### src/rtl/wdt_pkg.sv
package wdt_pkg;
    localparam int          KEY_W   = 8;
    localparam logic [7:0]  WDT_KEY = 8'hA5;

    typedef enum logic [1:0] {
        ST_COUNT   = 2'd0,
        ST_EXPIRED = 2'd1,
        ST_STOPPED = 2'd2
    } wdt_state_e;
endpackage

### src/rtl/wdt_mode_reg.sv
module wdt_mode_reg #(
    parameter int CNT_W = 16
) (
    input  logic             clk,
    input  logic             rst_n,
    input  logic             wr_mode,
    input  logic [CNT_W-1:0] reload_in,
    input  logic [CNT_W-1:0] window_in,
    input  logic             rsten_in,
    output logic [CNT_W-1:0] reload_q,
    output logic [CNT_W-1:0] window_q,
    output logic             rsten_q,
    output logic             locked_q,
    output logic             commit
);
    // only the first mode write after reset is taken
    assign commit = wr_mode && !locked_q;

    always_ff @(posedge clk) begin
        if (!rst_n) begin
            reload_q <= '1;
            window_q <= '1;
            rsten_q  <= 1'b0;
            locked_q <= 1'b0;
        end else if (commit) begin
            reload_q <= reload_in;
            window_q <= window_in;
            rsten_q  <= rsten_in;
            locked_q <= 1'b1;
        end
    end
endmodule

### src/rtl/wdt_count.sv
module wdt_count #(
    parameter int CNT_W = 16
) (
    input  logic             clk,
    input  logic             rst_n,
    input  logic             load,
    input  logic [CNT_W-1:0] load_val,
    input  logic             dec,
    output logic [CNT_W-1:0] cnt,
    output logic             at_low
);
    localparam logic [CNT_W-1:0] ONE = CNT_W'(1);

    assign at_low = (cnt <= ONE);

    always_ff @(posedge clk) begin
        if (!rst_n)    cnt <= '1;
        else if (load) cnt <= load_val;
        else if (dec)  cnt <= cnt - ONE;
    end
endmodule

### src/rtl/keyed_window_wdt.sv
module keyed_window_wdt #(
    parameter int CNT_W = 16,
    localparam int DW   = 2*CNT_W + wdt_pkg::KEY_W + 2
) (
    input  logic             clk,
    input  logic             rst_n,
    input  logic             tick,
    input  logic             wr_en,
    input  logic             wr_sel,
    input  logic [DW-1:0]    wr_data,
    input  logic             rd_stat,
    output logic [CNT_W-1:0] count,
    output logic             stat_underflow,
    output logic             stat_early,
    output logic             stat_locked,
    output logic             fault,
    output logic             reset_req
);
    import wdt_pkg::*;

    localparam int DIS_BIT = 2*CNT_W;
    localparam int RST_BIT = 2*CNT_W + 1;

    wdt_state_e       state, state_nx;
    logic [CNT_W-1:0] reload_q, window_q, load_val;
    logic             rsten_q, commit, at_low;
    logic             load, dec, set_uf, set_er;
    logic             restart_cmd, uf_q, er_q;

    assign restart_cmd = wr_en && !wr_sel && wr_data[0]
                      && (wr_data[DW-1 -: KEY_W] == WDT_KEY);

    wdt_mode_reg #(.CNT_W(CNT_W)) u_mode (
        .clk       (clk),
        .rst_n     (rst_n),
        .wr_mode   (wr_en && wr_sel),
        .reload_in (wr_data[CNT_W-1:0]),
        .window_in (wr_data[2*CNT_W-1:CNT_W]),
        .rsten_in  (wr_data[RST_BIT]),
        .reload_q  (reload_q),
        .window_q  (window_q),
        .rsten_q   (rsten_q),
        .locked_q  (stat_locked),
        .commit    (commit)
    );

    wdt_count #(.CNT_W(CNT_W)) u_cnt (
        .clk      (clk),
        .rst_n    (rst_n),
        .load     (load),
        .load_val (load_val),
        .dec      (dec),
        .cnt      (count),
        .at_low   (at_low)
    );

    // state register
    always_ff @(posedge clk) begin
        if (!rst_n) state <= ST_COUNT;
        else        state <= state_nx;
    end

    // next state and datapath controls
    always_comb begin
        state_nx = state;
        load     = 1'b0;
        load_val = reload_q;
        dec      = 1'b0;
        set_uf   = 1'b0;
        set_er   = 1'b0;
        unique case (state)
            ST_COUNT, ST_EXPIRED: begin
                if (commit) begin
                    load     = 1'b1;
                    load_val = wr_data[CNT_W-1:0];
                    state_nx = wr_data[DIS_BIT] ? ST_STOPPED : ST_COUNT;
                end else if (restart_cmd) begin
                    if (count <= window_q) begin
                        load     = 1'b1;
                        state_nx = ST_COUNT;
                    end else begin
                        set_er = 1'b1;
                    end
                end else if (tick && state == ST_COUNT) begin
                    if (at_low) begin
                        load     = 1'b1;
                        load_val = '0;
                        set_uf   = 1'b1;
                        state_nx = ST_EXPIRED;
                    end else begin
                        dec = 1'b1;
                    end
                end
            end
            ST_STOPPED: state_nx = ST_STOPPED;
            default:    state_nx = ST_COUNT;
        endcase
    end

    // sticky event flags, clear on read, set wins
    always_ff @(posedge clk) begin
        if (!rst_n) begin
            uf_q <= 1'b0;
            er_q <= 1'b0;
        end else begin
            uf_q <= set_uf | (uf_q & ~rd_stat);
            er_q <= set_er | (er_q & ~rd_stat);
        end
    end

    // outputs
    always_comb begin
        stat_underflow = uf_q;
        stat_early     = er_q;
        fault          = uf_q | er_q;
        reset_req      = (state == ST_EXPIRED) && rsten_q;
    end
endmodule

### config.mk
export PLATFORM = sky130hd
export DESIGN_NAME = keyed_window_wdt
export DESIGN_NICKNAME = d
export VERILOG_FILES = /design/src/rtl/wdt_pkg.sv /design/src/rtl/wdt_mode_reg.sv /design/src/rtl/wdt_count.sv /design/src/rtl/keyed_window_wdt.sv
export SDC_FILE = /design/constraint.sdc
export NUM_CORES = 1
export LEC_CHECK = 0
export CAP_MARGIN = 20
export CORE_ASPECT_RATIO = 0.75
export CORE_MARGIN = 2
export CORE_UTILIZATION = 50
export DETAILED_ROUTE_END_ITERATION = 12
export PLACE_DENSITY = 0.8
export SETUP_SLACK_MARGIN = 0.15
export SKIP_LAST_GASP = 1
export SYNTH_ARGS = -nofsm -noshare
export SYNTH_HDL_FRONTEND = slang
export SYNTH_SLANG_ARGS = --single-unit
export TNS_END_PERCENT = 20
### constraint.sdc
create_clock -name clk -period 3.1 [get_ports clk]
set_clock_uncertainty 0.1 [all_clocks]
set_input_delay 0.31 -clock clk [delete_from_list [all_inputs] [get_ports clk]]
set_output_delay 0.31 -clock clk [all_outputs]
set_load 0.03 [all_outputs]
==> summary.txt, run 1 <==
Status
  – Status: complete, no violations

Timing
  – Pins over their slew limit: 0
  – Fmax: 0.3569 GHz
  – Fin crit period: 2802 ps
  – Worst slew margin: 39.48%
  – WHS: 355.3 ps
  – RSZ-0062 raised after global routing: false
  – Period Utilization, post-route: 90.38%
  – Setup violators final: 0
  – Post-route setup TNS: 0 ps
  – Final-report hold violation count: 0
  – Worst Tran Pin Value: 884.9 ps

GRT
  – GR Layer Usage met3: 4.531%
  – GR Overflow Total: 0
  – GR Util met1: 31.60%
  – Global route hottest layer: met2
  – Vias in the first global route: 2,649
  – GRT Util Overall: 23.46%
  – First-pass GRT wire length: 12,230 um
  – Largest net degree at the start of global routing: 33
  – Initial antenna violation count: 0
  – Met2 Use GR: 37.83%

Finish
  – Most common cell after layout, fill and taps aside: clkdlybuf4s50_1
  – Non-filler cells, final: 497
  – Final core utilization: 67.08%
  – Ant. Diodes: 0
  – Cell area after layout: 3827 sq um
  – Area Overhead vs Synth: 31.63%
  – Most frequent cells in the layout: 68 x clkdlybuf4s50_1, 57 x nand2_1, 53 x dfxtp_1, 25 x a21oi_1, 20 x inv_1
  – Nets: 484
  – Fraction of layout instances using a drive strength above 1: 7.876%

Logic synthesis
  – Synthesis Warnings: 0
  – Async SR Flop Fraction: 0%
  – Distinct cells, synth: 47
  – Post-synthesis area per instance: 8.356 sq um
  – Most area-consuming cells after synthesis: dfxtp_1 37%, ha_1 7.7%, nand2_1 7.4%
  – Main flop type after synthesis: dfxtp_1
  – Yosys reg bits: 54
  – Syn Std Cell Area: 2908 sq um
  – Share of the synthesized area in the top cell type: 37.18%
  – Post-synth EDFFs: 0
  – Synth area leader: dfxtp_1
  – Register area share after synthesis: 37.18%
  – Mapped Cells: 348
  – Syn Nets: 414

Route
  – Drc violations: 0
  – Post-DR vias/cell: 5.501
  – Routed len/inst: 14.25 um
  – Initial drt markers: 160
  – Via count: 2,734
  – TritonRoute pass-1 iters: 4
  – Final wirelength: 7081 um
  – Post-route ant nets: 0

Die
  – DIE AREA: 6448 sq um
  – Core ar.: 5705 sq um
  – Initial Util: 50.96%
  – Horiz. Die Dim: 92.06 um
  – Die Span Y: 70.05 um
  – # rows: 24
  – I/O pin count: 69

Pwr
  – Maximum VDD drop: 0.0002280 V
  – Flop pwr share: 48.3%
  – Power per cell area: 415.2 nW/um^2
  – Switch Pwr: 0.4419 mW
  – Clk pwr share: 29.9%
  – Int Pwr: 1.147 mW
  – Leakage: 1.556 nW
  – Sw Ratio: 27.81%
  – Logic pwr share: 21.8%

Setup path
  – Critical path depth in cells: 7
  – RR Startpoint: u_cnt.cnt[2]$_SDFFE_PN1P_
  – Endpoint class of the critical path: register
  – Arr. time, crit path: 2950 ps
  – CP startpoint: u_cnt.cnt[2]$_SDFFE_PN1P_
  – Max FO, Critical Path: 15
  – Critical path class: register to register
  – Crit path buf inv count: 1
  – Startpoint class of the critical path: register
  – Worst R2R Setup Slack: 300 ps
  – Critical Path RT: 3250 ps
  – Critical R2R Capture: u_cnt.cnt[7]$_SDFFE_PN1P_
  – Max incr delay on CP: 570 ps
  – Cell Chain, Critical Path: or4_1 -> or2_4 -> or4_4 -> a31oi_4 -> and2_1 -> buf_4 -> mux2i_1
  – Top delay family on crit path: simple AND/OR/NAND/NOR gates
  – Worst Reg-to-Reg Cells: 7
  – CP max-delay cell: or4_1

Clocking
  – Root Buffer: clkbuf_8
  – Clk sink count: 54
  – CTS clk-pin slew, worst paths: 100 ps
  – CTS buffer count: 5
  – CTS H-tree lvls: 2
  – Clock tree buffer depth: 2
  – Worst-skew pair later-pin latency: 310 ps
  – TritonCTS clock tree: built

Worst hold path
  – Hold depth: 2
  – Hold Path End: u_mode.rsten_q$_SDFFE_PN0P_
  – HP Start: u_mode.rsten_q$_SDFFE_PN0P_
  – HP Class: register to register

Place
  – Placed cell count: 489
  – GPL Wtd Cong: 0.8958
  – HPWL after DPL: 5354 um
  – IO Port Bufs: 68
  – Post-DP Area: 3699 sq um

Job
  – Max Cap Violations: 0
==> worst register-to-register path, stage by stage, from the launching register on <==
cell	delay (ps)
dfxtp_2	390
or4_1	570
or2_4	320
or4_4	440
a31oi_4	250
and2_1	180
buf_4	260
mux2i_1	230
==> flip-flops by register name, indices dropped and copies added (netlist names) <==
| signal | count |
|---|---|
| u_mode.window_q | 16 |
| stat_early | 1 |
| u_mode.locked_q | 1 |
| stat_underflow | 1 |
| state | 2 |
| u_cnt.cnt | 16 |
| u_mode.rsten_q | 1 |
| u_mode.reload_q | 16 |
==> kinds of logic after synthesis <==
kind of cell / share of synthesized area (%)
XOR/XNOR: 0.6025
AO/OA/AOI/OAI: 22.25
flip-flops: 37.18
multiplexers: 5.249
buffers and inverters: 6.411
AND/OR/NAND/NOR: 20.57
adder cells (fa/ha/maj): 7.745
==> power by group through the flow <==
stage	Clock, mW	Sequential (mW)	Combinational [mW]
global route	0.504	0.774	0.384
floorplan	0	0.803	0.181
detailed placement	0	0.783	0.340
finish	0.476	0.768	0.346
CTS	0.477	0.767	0.343
global placement	0	0.781	0.333
==> worst max path at each step <==
stage / to / slack [ps]
2_1_floorplan: u_cnt.cnt[10]$_SDFFE_PN1P_ / 170
3_3_place_gp: u_cnt.cnt[7]$_SDFFE_PN1P_ / 110
3_5_place_dp: u_cnt.cnt[3]$_SDFFE_PN1P_ / 30
4_1_cts: u_cnt.cnt[3]$_SDFFE_PN1P_ / 230
5_1_grt: u_cnt.cnt[1]$_SDFFE_PN1P_ / 180
6_report: u_cnt.cnt[7]$_SDFFE_PN1P_ / 300
==> what timing repair did <==
action | CTS | global route
buffers inserted | 0 | 0
cloned | 0 | 0
endpoints found under the setup margin | 16 | 10
pin swaps | 0 | 0
hold buffers | 0 | 0
gates resized for setup | 1 | 3
==> per-stage QoR <==
stage               setup slack [ps]  power, mW
global placement               114.6      1.114
finish                         298.2      1.589
CTS                            226.1      1.587
detailed placement             28.98      1.123
floorplan                      165.8     0.9833
global route                   176.6      1.661
==> cells in the mapped netlist, types with 2 or more instances <==
master     count
a211oi_1       4
or2_2          2
a31oi_1        4
o211ai_1      17
nand2b_1       3
clkbuf_1      13
a21oi_1       25
o31a_1         4
nor2b_1        3
buf_1          4
buf_6          2
nand3_1        7
o2111ai_1      2
ha_1          18
o21ai_0        8
dfxtp_1       54
nand2_1       57
inv_1         20
or3_1          3
a21o_1        15
nor3b_1        3
xnor2_1        2
o41ai_1        2
nor4_1         7
nor2_1        14
o21a_1         3
or4_1          2
nand4_1        5
and2_1         4
nor3_1         9
mux2i_1       13
o21ai_1        2
o31ai_1        3
==> area by class of cell <==
| class | count | area (sq um) |
|---|---|---|
| Fill cell | 484 | 1878 |
| Multi-Input combinational cell | 253 | 1665 |
| Sequential cell | 54 | 1082 |
| Timing Repair Buffer | 84 | 800.8 |
| Tap cell | 78 | 97.59 |
| Clock buffer | 7 | 76.32 |
| Inverter | 20 | 75.07 |
| Clock inverter | 1 | 30.03 |
==> layer usage <==
metal / vias to the layer above / wire, um
met5: - / 0
met4: 0 / 100
met3: 8 / 338
met2: 68 / 3302
met1: 1272 / 3340
li1: 1386 / -
Note: power is estimated with default switching activity, not from simulation.
==> run 2, diff against run 1 <==
- CORE_MARGIN: 2 -> 8
==> run 2 against run 1 <==
Net effect: global-route usage down 5.0 points; via count up 3.0%; flip-flop and latch count unchanged; die area up 32%; total power down 3.3%; combinational power up 3%; count of clock-buffer cells in the layout unchanged; core utilization up 0.39 points; fmax down 1.8%; sequential power about the same; final cell count up 0.60%; cell area up 0.59%; highest routed layer unchanged.
==> summary.txt, run 2 (synthesized netlist as in run 1, its figures left out) <==
Die
  – Initial Util: 50.96% (unchanged)
  – I/O pin count: 69 (unchanged)
  – DIE AREA: 8537 sq um (+32%)
  – Horiz. Die Dim: 104.1 um (+13%)
  – # rows: 24 (unchanged)
  – Die Span Y: 82.05 um (+17%)
  – Core ar.: 5705 sq um (unchanged)

GRT
  – GR Layer Usage met3: 4.310% (-0.22 points)
  – Largest net degree at the start of global routing: 47 (+42%)
  – Vias in the first global route: 2,819 (+6.4%)
  – Met2 Use GR: 32.89% (-4.9 points)
  – Initial antenna violation count: 0 (unchanged)
  – GR Overflow Total: 0 (unchanged)
  – Global route hottest layer: met2
  – First-pass GRT wire length: 13,200 um (+8.0%)
  – GR Util met1: 22.38% (-9.2 points)
  – GRT Util Overall: 18.50% (-5.0 points)

Timing
  – Period Utilization, post-route: 92.02% (+1.6 points)
  – Post-route setup TNS: 0 ps (unchanged)
  – Final-report hold violation count: 0 (unchanged)
  – Worst Tran Pin Value: 855.7 ps (-29.21 ps)
  – RSZ-0062 raised after global routing: false
  – Pins over their slew limit: 0 (unchanged)
  – WHS: 354.9 ps (-0.3940 ps)
  – Setup ws final: 247.5 ps (-50.64 ps)
  – Worst slew margin: 41.48% (+2.0 points)
  – Fin crit period: 2852 ps (+50.64 ps)
  – Setup violators final: 0 (unchanged)
  – Fmax: 0.3506 GHz (-1.8%)

Pwr
  – Clk pwr share: 26.9% (-3.0 points)
  – Power per cell area: 399.2 nW/um^2 (-3.9%)
  – Leakage: 1.564 nW (+0.51%)
  – Logic pwr share: 23.3% (+1.5 points)
  – Int Pwr: 1.091 mW (-4.9%)
  – Total Power: 1.537 mW (-3.3%)
  – Maximum VDD drop: 0.0002554 V (+12%)
  – Flop pwr share: 49.8% (+1.5 points)
  – Switch Pwr: 0.4460 mW (+0.93%)
  – Sw Ratio: 29.02% (+1.2 points)

Clocking
  – Clk sink count: 54 (unchanged)
  – Root Buffer: clkbuf_8
  – Worst-skew pair later-pin latency: 310 ps (about the same)
  – Clock tree buffer depth: 2 (unchanged)
  – CTS clk-pin slew, worst paths: 100 ps (about the same)
  – CTS buffer count: 5 (unchanged)
  – TritonCTS clock tree: built
  – Hold_buf cts: 0 (unchanged)
  – CTS H-tree lvls: 2 (unchanged)
  – Setup repair bufs after CTS: 0 (unchanged)

Finish
  – Non-filler cells, final: 500 (+0.60%)
  – Area Overhead vs Synth: 32.40%
  – Most common cell after layout, fill and taps aside: clkdlybuf4s50_1
  – Biggest regs: u_cnt.cnt x16, u_mode.reload_q x16, u_mode.window_q x16
  – Ant. Diodes: 0 (unchanged)
  – Most frequent cells in the layout: 68 x clkdlybuf4s50_1, 57 x nand2_1, 53 x dfxtp_1, 25 x a21oi_1, 20 x inv_1
  – Nets: 487 (+0.62%)
  – Fraction of layout instances using a drive strength above 1: 8.768% (+0.89 points)
  – # fillers: 505 (+4.3%)

Setup path
  – Max FO, Critical Path: 10 (-5)
  – Endpoint class of the critical path: register
  – Critical Path RT: 3240 ps (about the same)
  – Startpoint class of the critical path: register
  – Arr. time, crit path: 2990 ps (+40 ps)
  – Critical path class: register to register

Route
  – Drc violations: 0 (unchanged)
  – Post-DR vias/cell: 5.634 (+2.4%)
  – Initial drt markers: 147 (-8.1%)
  – TritonRoute pass-1 iters: 5 (+1)
  – Post-route ant nets: 0 (unchanged)
  – Routed len/inst: 15.45 um (+8.4%)
  – Via count: 2,817 (+3.0%)
  – Final wirelength: 7723 um (+9.1%)

Job
  – Max Cap Violations: 0 (unchanged)

Worst hold path
  – HP Class: register to register

Place
  – HPWL after DPL: 5894 um (+10%)
  – Pre-CTS WS: -4.323 ps (-33.30 ps)
  – IO Port Bufs: 68 (unchanged)
  – GPL Wtd Cong: 0.8703 (-2.8%)
  – Placed cell count: 492 (+0.61%)

Status
  – Status: complete, no violations
==> run 2: cell types whose count changed in the layout (fill, tap and decap cells not counted), sizes merged <==
cell,previous run,this run
bufinv,1,0
buf,16,19
clkinv,0,1
==> run 2: through the flow <==
step / util, % / area (sq um)
2_1_floorplan: - / 2909
3_3_place_gp: 65.22 / 3721
3_5_place_dp: 65.22 / 3721
4_1_cts: 67.13 / 3830
5_1_grt: 67.48 / 3850
6_report: 67.48 / 3850
==> run 2: final cells by class <==
class	instances	area, sq um	share of cell area, %
timing repair buffer	87	823.3	21.38
multi-input combinational	253	1680	43.65
tap	78	97.59	2.535
sequential	54	1082	28.11
clock buffer	7	86.33	2.242
inverter	20	75.07	1.950
clock inverter	1	5.005	0.1300
==> run 2: power groups by stage <==
stage / combinational (mW) / clock, mW / sequential, mW
after detailed placement: 0.347 / 0 / 0.782
after floorplan: 0.181 / 0 / 0.803
after global placement: 0.341 / 0 / 0.780
final: 0.357 / 0.413 / 0.766
after global routing: 0.398 / 0.447 / 0.771
after CTS: 0.353 / 0.417 / 0.766
==> run 2: critical path, cell delays in order, from the launching register on <==
cell,delay (ps)
dfxtp_2,380
or4_1,560
or2_1,390
or4_4,480
a31oi_4,260
and2_1,210
buf_4,210
mux2i_1,200
==> run 2: layer usage <==
layer / up-vias / share of wire, %
met5: - / 0
met2: 94 / 48
met4: 0 / 1.4
met3: 13 / 6.3
met1: 1313 / 45
li1: 1397 / -
==> run 2: repair_timing <==
action / CTS / global route
setup endpoints to repair: 16 / 8
hold endpoints to repair: 0 / 0
pin swaps: 0 / 0
gates resized for setup: 3 / 2
==> run 2: path summary, 6_finish.rpt <==
path	slack (ps)	end	start	cells past startpoint
hold / removal	350	u_mode.rsten_q$_SDFFE_PN0P_	u_mode.rsten_q$_SDFFE_PN0P_	2
hold reg to reg	350	u_mode.rsten_q$_SDFFE_PN0P_	u_mode.rsten_q$_SDFFE_PN0P_	2
setup reg to reg	250	u_cnt.cnt[1]$_SDFFE_PN1P_	u_cnt.cnt[2]$_SDFFE_PN1P_	7
setup / recovery	250	u_cnt.cnt[1]$_SDFFE_PN1P_	u_cnt.cnt[2]$_SDFFE_PN1P_	7
==> run 3, diff against run 2 <==
- CORE_MARGIN: 8 -> unset
- CTS_CLUSTER_SIZE: unset -> 16
- SLEW_MARGIN: unset -> 20
==> run 3 against run 2 <==
Net effect: final cell count shrank 0.60%; sequential share of layout area shrank 0.064 points; cell area grew 0.23%; sequential power is essentially flat.
==> summary.txt, run 3 (synthesized netlist as in run 1, its figures left out) <==
Place
  – Post-DP Area: 3717 sq um (-0.10%)
  – GPL Wtd Cong: 0.8869 (+1.9%)
  – IO Port Bufs: 68 (unchanged)
  – HPWL after DPL: 5529 um (-6.2%)

Job
  – Max Cap Violations: 0 (unchanged)

Timing
  – Fmax: 0.3554 GHz (+1.4%)
  – Pins over their slew limit: 0 (unchanged)
  – Period Utilization, post-route: 90.77% (-1.2 points)
  – Post-route setup TNS: 0 ps (unchanged)
  – Final-report hold violation count: 0 (unchanged)
  – Worst Tran Pin Value: 763.0 ps (-92.73 ps)
  – WHS: 356.8 ps (+1.854 ps)
  – Fin crit period: 2814 ps (-38.52 ps)
  – Worst slew margin: 49.01% (+7.5 points)
  – RSZ-0062 raised after global routing: true
  – Setup violators final: 0 (unchanged)

Route
  – Post-DR vias/cell: 5.620 (-0.25%)
  – Drc violations: 0 (unchanged)
  – Initial drt markers: 183 (+24%)
  – TritonRoute pass-1 iters: 4 (-1)
  – Final wirelength: 7560 um (-2.1%)
  – Post-route ant nets: 0 (unchanged)
  – Via count: 2,793 (-0.85%)
  – Routed len/inst: 15.21 um (-1.5%)

Pwr
  – Maximum VDD drop: 0.0002005 V (-21%)
  – Switch Pwr: 0.4467 mW (+0.15%)
  – Flop pwr share: 49.8% (about the same)
  – Leakage: 1.577 nW (+0.83%)
  – Int Pwr: 1.091 mW (about the same)
  – Clk pwr share: 26.5% (-0.4 points)
  – Total Power: 1.538 mW (about the same)
  – Logic pwr share: 23.7% (+0.4 points)
  – Sw Ratio: 29.04% (about the same)
  – Power per cell area: 398.6 nW/um^2 (-0.16%)

Clocking
  – Clk sink count: 54 (unchanged)
  – TritonCTS clock tree: built
  – Hold_buf cts: 0 (unchanged)
  – Root Buffer: clkbuf_8
  – CTS buffer count: 5 (unchanged)
  – CTS H-tree lvls: 2 (unchanged)
  – Clock tree buffer depth: 2 (unchanged)
  – CTS clk-pin slew, worst paths: 100 ps (about the same)
  – Worst-skew pair later-pin latency: 320 ps (about the same)
  – Setup repair bufs after CTS: 0 (unchanged)

Finish
  – Ant. Diodes: 0 (unchanged)
  – Fraction of layout instances using a drive strength above 1: 9.005% (+0.24 points)
  – Cell area after layout: 3859 sq um (+0.23%)
  – Final core utilization: 70.57% (+3.1 points)
  – Most common cell after layout, fill and taps aside: clkdlybuf4s50_1
  – # fillers: 441 (-13%)
  – Biggest regs: u_cnt.cnt x16, u_mode.reload_q x16, u_mode.window_q x16
  – Area Overhead vs Synth: 32.70%
  – Nets: 487 (unchanged)
  – Most frequent cells in the layout: 68 x clkdlybuf4s50_1, 57 x nand2_1, 53 x dfxtp_1, 25 x a21oi_1, 20 x inv_1

Setup path
  – CP max-delay cell: or4_1
  – Max FO, Critical Path: 10 (unchanged)
  – Max incr delay on CP: 580 ps (+20 ps)
  – Startpoint class of the critical path: register
  – Cell Chain, Critical Path: or4_1 -> or2_4 -> or4_4 -> a31oi_4 -> and2_1 -> buf_4 -> mux2i_1
  – Arr. time, crit path: 2960 ps (-30 ps)
  – Critical Path RT: 3240 ps (about the same)
  – Critical path class: register to register
  – Top delay family on crit path: simple AND/OR/NAND/NOR gates
  – Endpoint class of the critical path: register
  – Crit path buf inv count: 1 (unchanged)

Die
  – Horiz. Die Dim: 90.06 um (-13%)
  – I/O pin count: 69 (unchanged)
  – # rows: 23 (-4.2%)
  – Die Span Y: 68.05 um (-17%)
  – DIE AREA: 6128 sq um (-28%)
  – Core ar.: 5468 sq um (-4.2%)
  – Initial Util: 53.18% (+2.2 points)

GRT
  – GR Overflow Total: 0 (unchanged)
  – GRT Util Overall: 25.98% (+7.5 points)
  – First-pass GRT wire length: 12,490 um (-5.4%)
  – Initial antenna violation count: 0 (unchanged)
  – Vias in the first global route: 2,636 (-6.5%)
  – Largest net degree at the start of global routing: 47 (unchanged)

Worst hold path
  – HP Class: register to register

Status
  – Status: complete, no violations
-- run 3: changes by cell type in the layout (fill, tap and decap cells not counted) --
cell	change
or2_4	+1
nor4_4	+1
a2111oi_0	-1
a2111oi_1	+1
or2_1	-1
nor4_2	-1
-- run 3: layout make-up --
class / count / area [sq um] / area share [%]
sequential: 54 / 1082 / 28.05
timing repair buffer: 87 / 823.3 / 21.34
clock inverter: 1 / 5.005 / 0.1297
multi-input combinational: 253 / 1693 / 43.87
tap: 75 / 93.84 / 2.432
clock buffer: 7 / 86.33 / 2.237
inverter: 20 / 75.07 / 1.946
-- run 3: through the flow --
stage	worst slack (ps)	std cells
2_1_floorplan	165.8	348
3_3_place_gp	159.2	489
3_5_place_dp	39.46	489
4_1_cts	233.5	497
5_1_grt	148.7	497
6_report	286.0	497
-- run 3: final timing paths --
kind / start / to / slack, ps / depth (start not counted)
worst max-delay path: u_cnt.cnt[3]$_SDFFE_PN1P_ / u_cnt.cnt[1]$_SDFFE_PN1P_ / 290 / 7
worst min-delay path: u_mode.rsten_q$_SDFFE_PN0P_ / u_mode.rsten_q$_SDFFE_PN0P_ / 360 / 2
worst max register to register: u_cnt.cnt[3]$_SDFFE_PN1P_ / u_cnt.cnt[1]$_SDFFE_PN1P_ / 290 / 7
worst min register to register: u_mode.rsten_q$_SDFFE_PN0P_ / u_mode.rsten_q$_SDFFE_PN0P_ / 360 / 2
-- run 3: layer usage --
metal / up-vias / GRT usage, % / wire (um)
met5: - / 0 / 0
met4: 0 / 10.69 / 193
met3: 20 / 4.778 / 504
met2: 99 / 42.94 / 3410
met1: 1281 / 34.10 / 3452
li1: 1393 / - / -
-- run 3: power by group through the flow --
stage | sequential (mW) | clock [mW] | combinational, mW
2_1_floorplan | 0.803 | 0 | 0.181
3_5_place_dp | 0.781 | 0 | 0.351
6_report | 0.766 | 0.408 | 0.364
5_1_grt | 0.770 | 0.443 | 0.402
3_3_place_gp | 0.779 | 0 | 0.342
4_1_cts | 0.765 | 0.414 | 0.357
-- run 3: tightest hold or removal path: cells and delay by family (launching register included) --
family          cells  cell delay [ps]
compound gates      1               50
simple gates        1               50
flops               1              320
-- run 3: repair_timing --
action / 4_1_cts / 5_1_grt
endpoints found under the setup margin: 16 / 13
gates resized for setup: 3 / 5
gates cloned: 0 / 0
hold endpoints to repair: 0 / 0
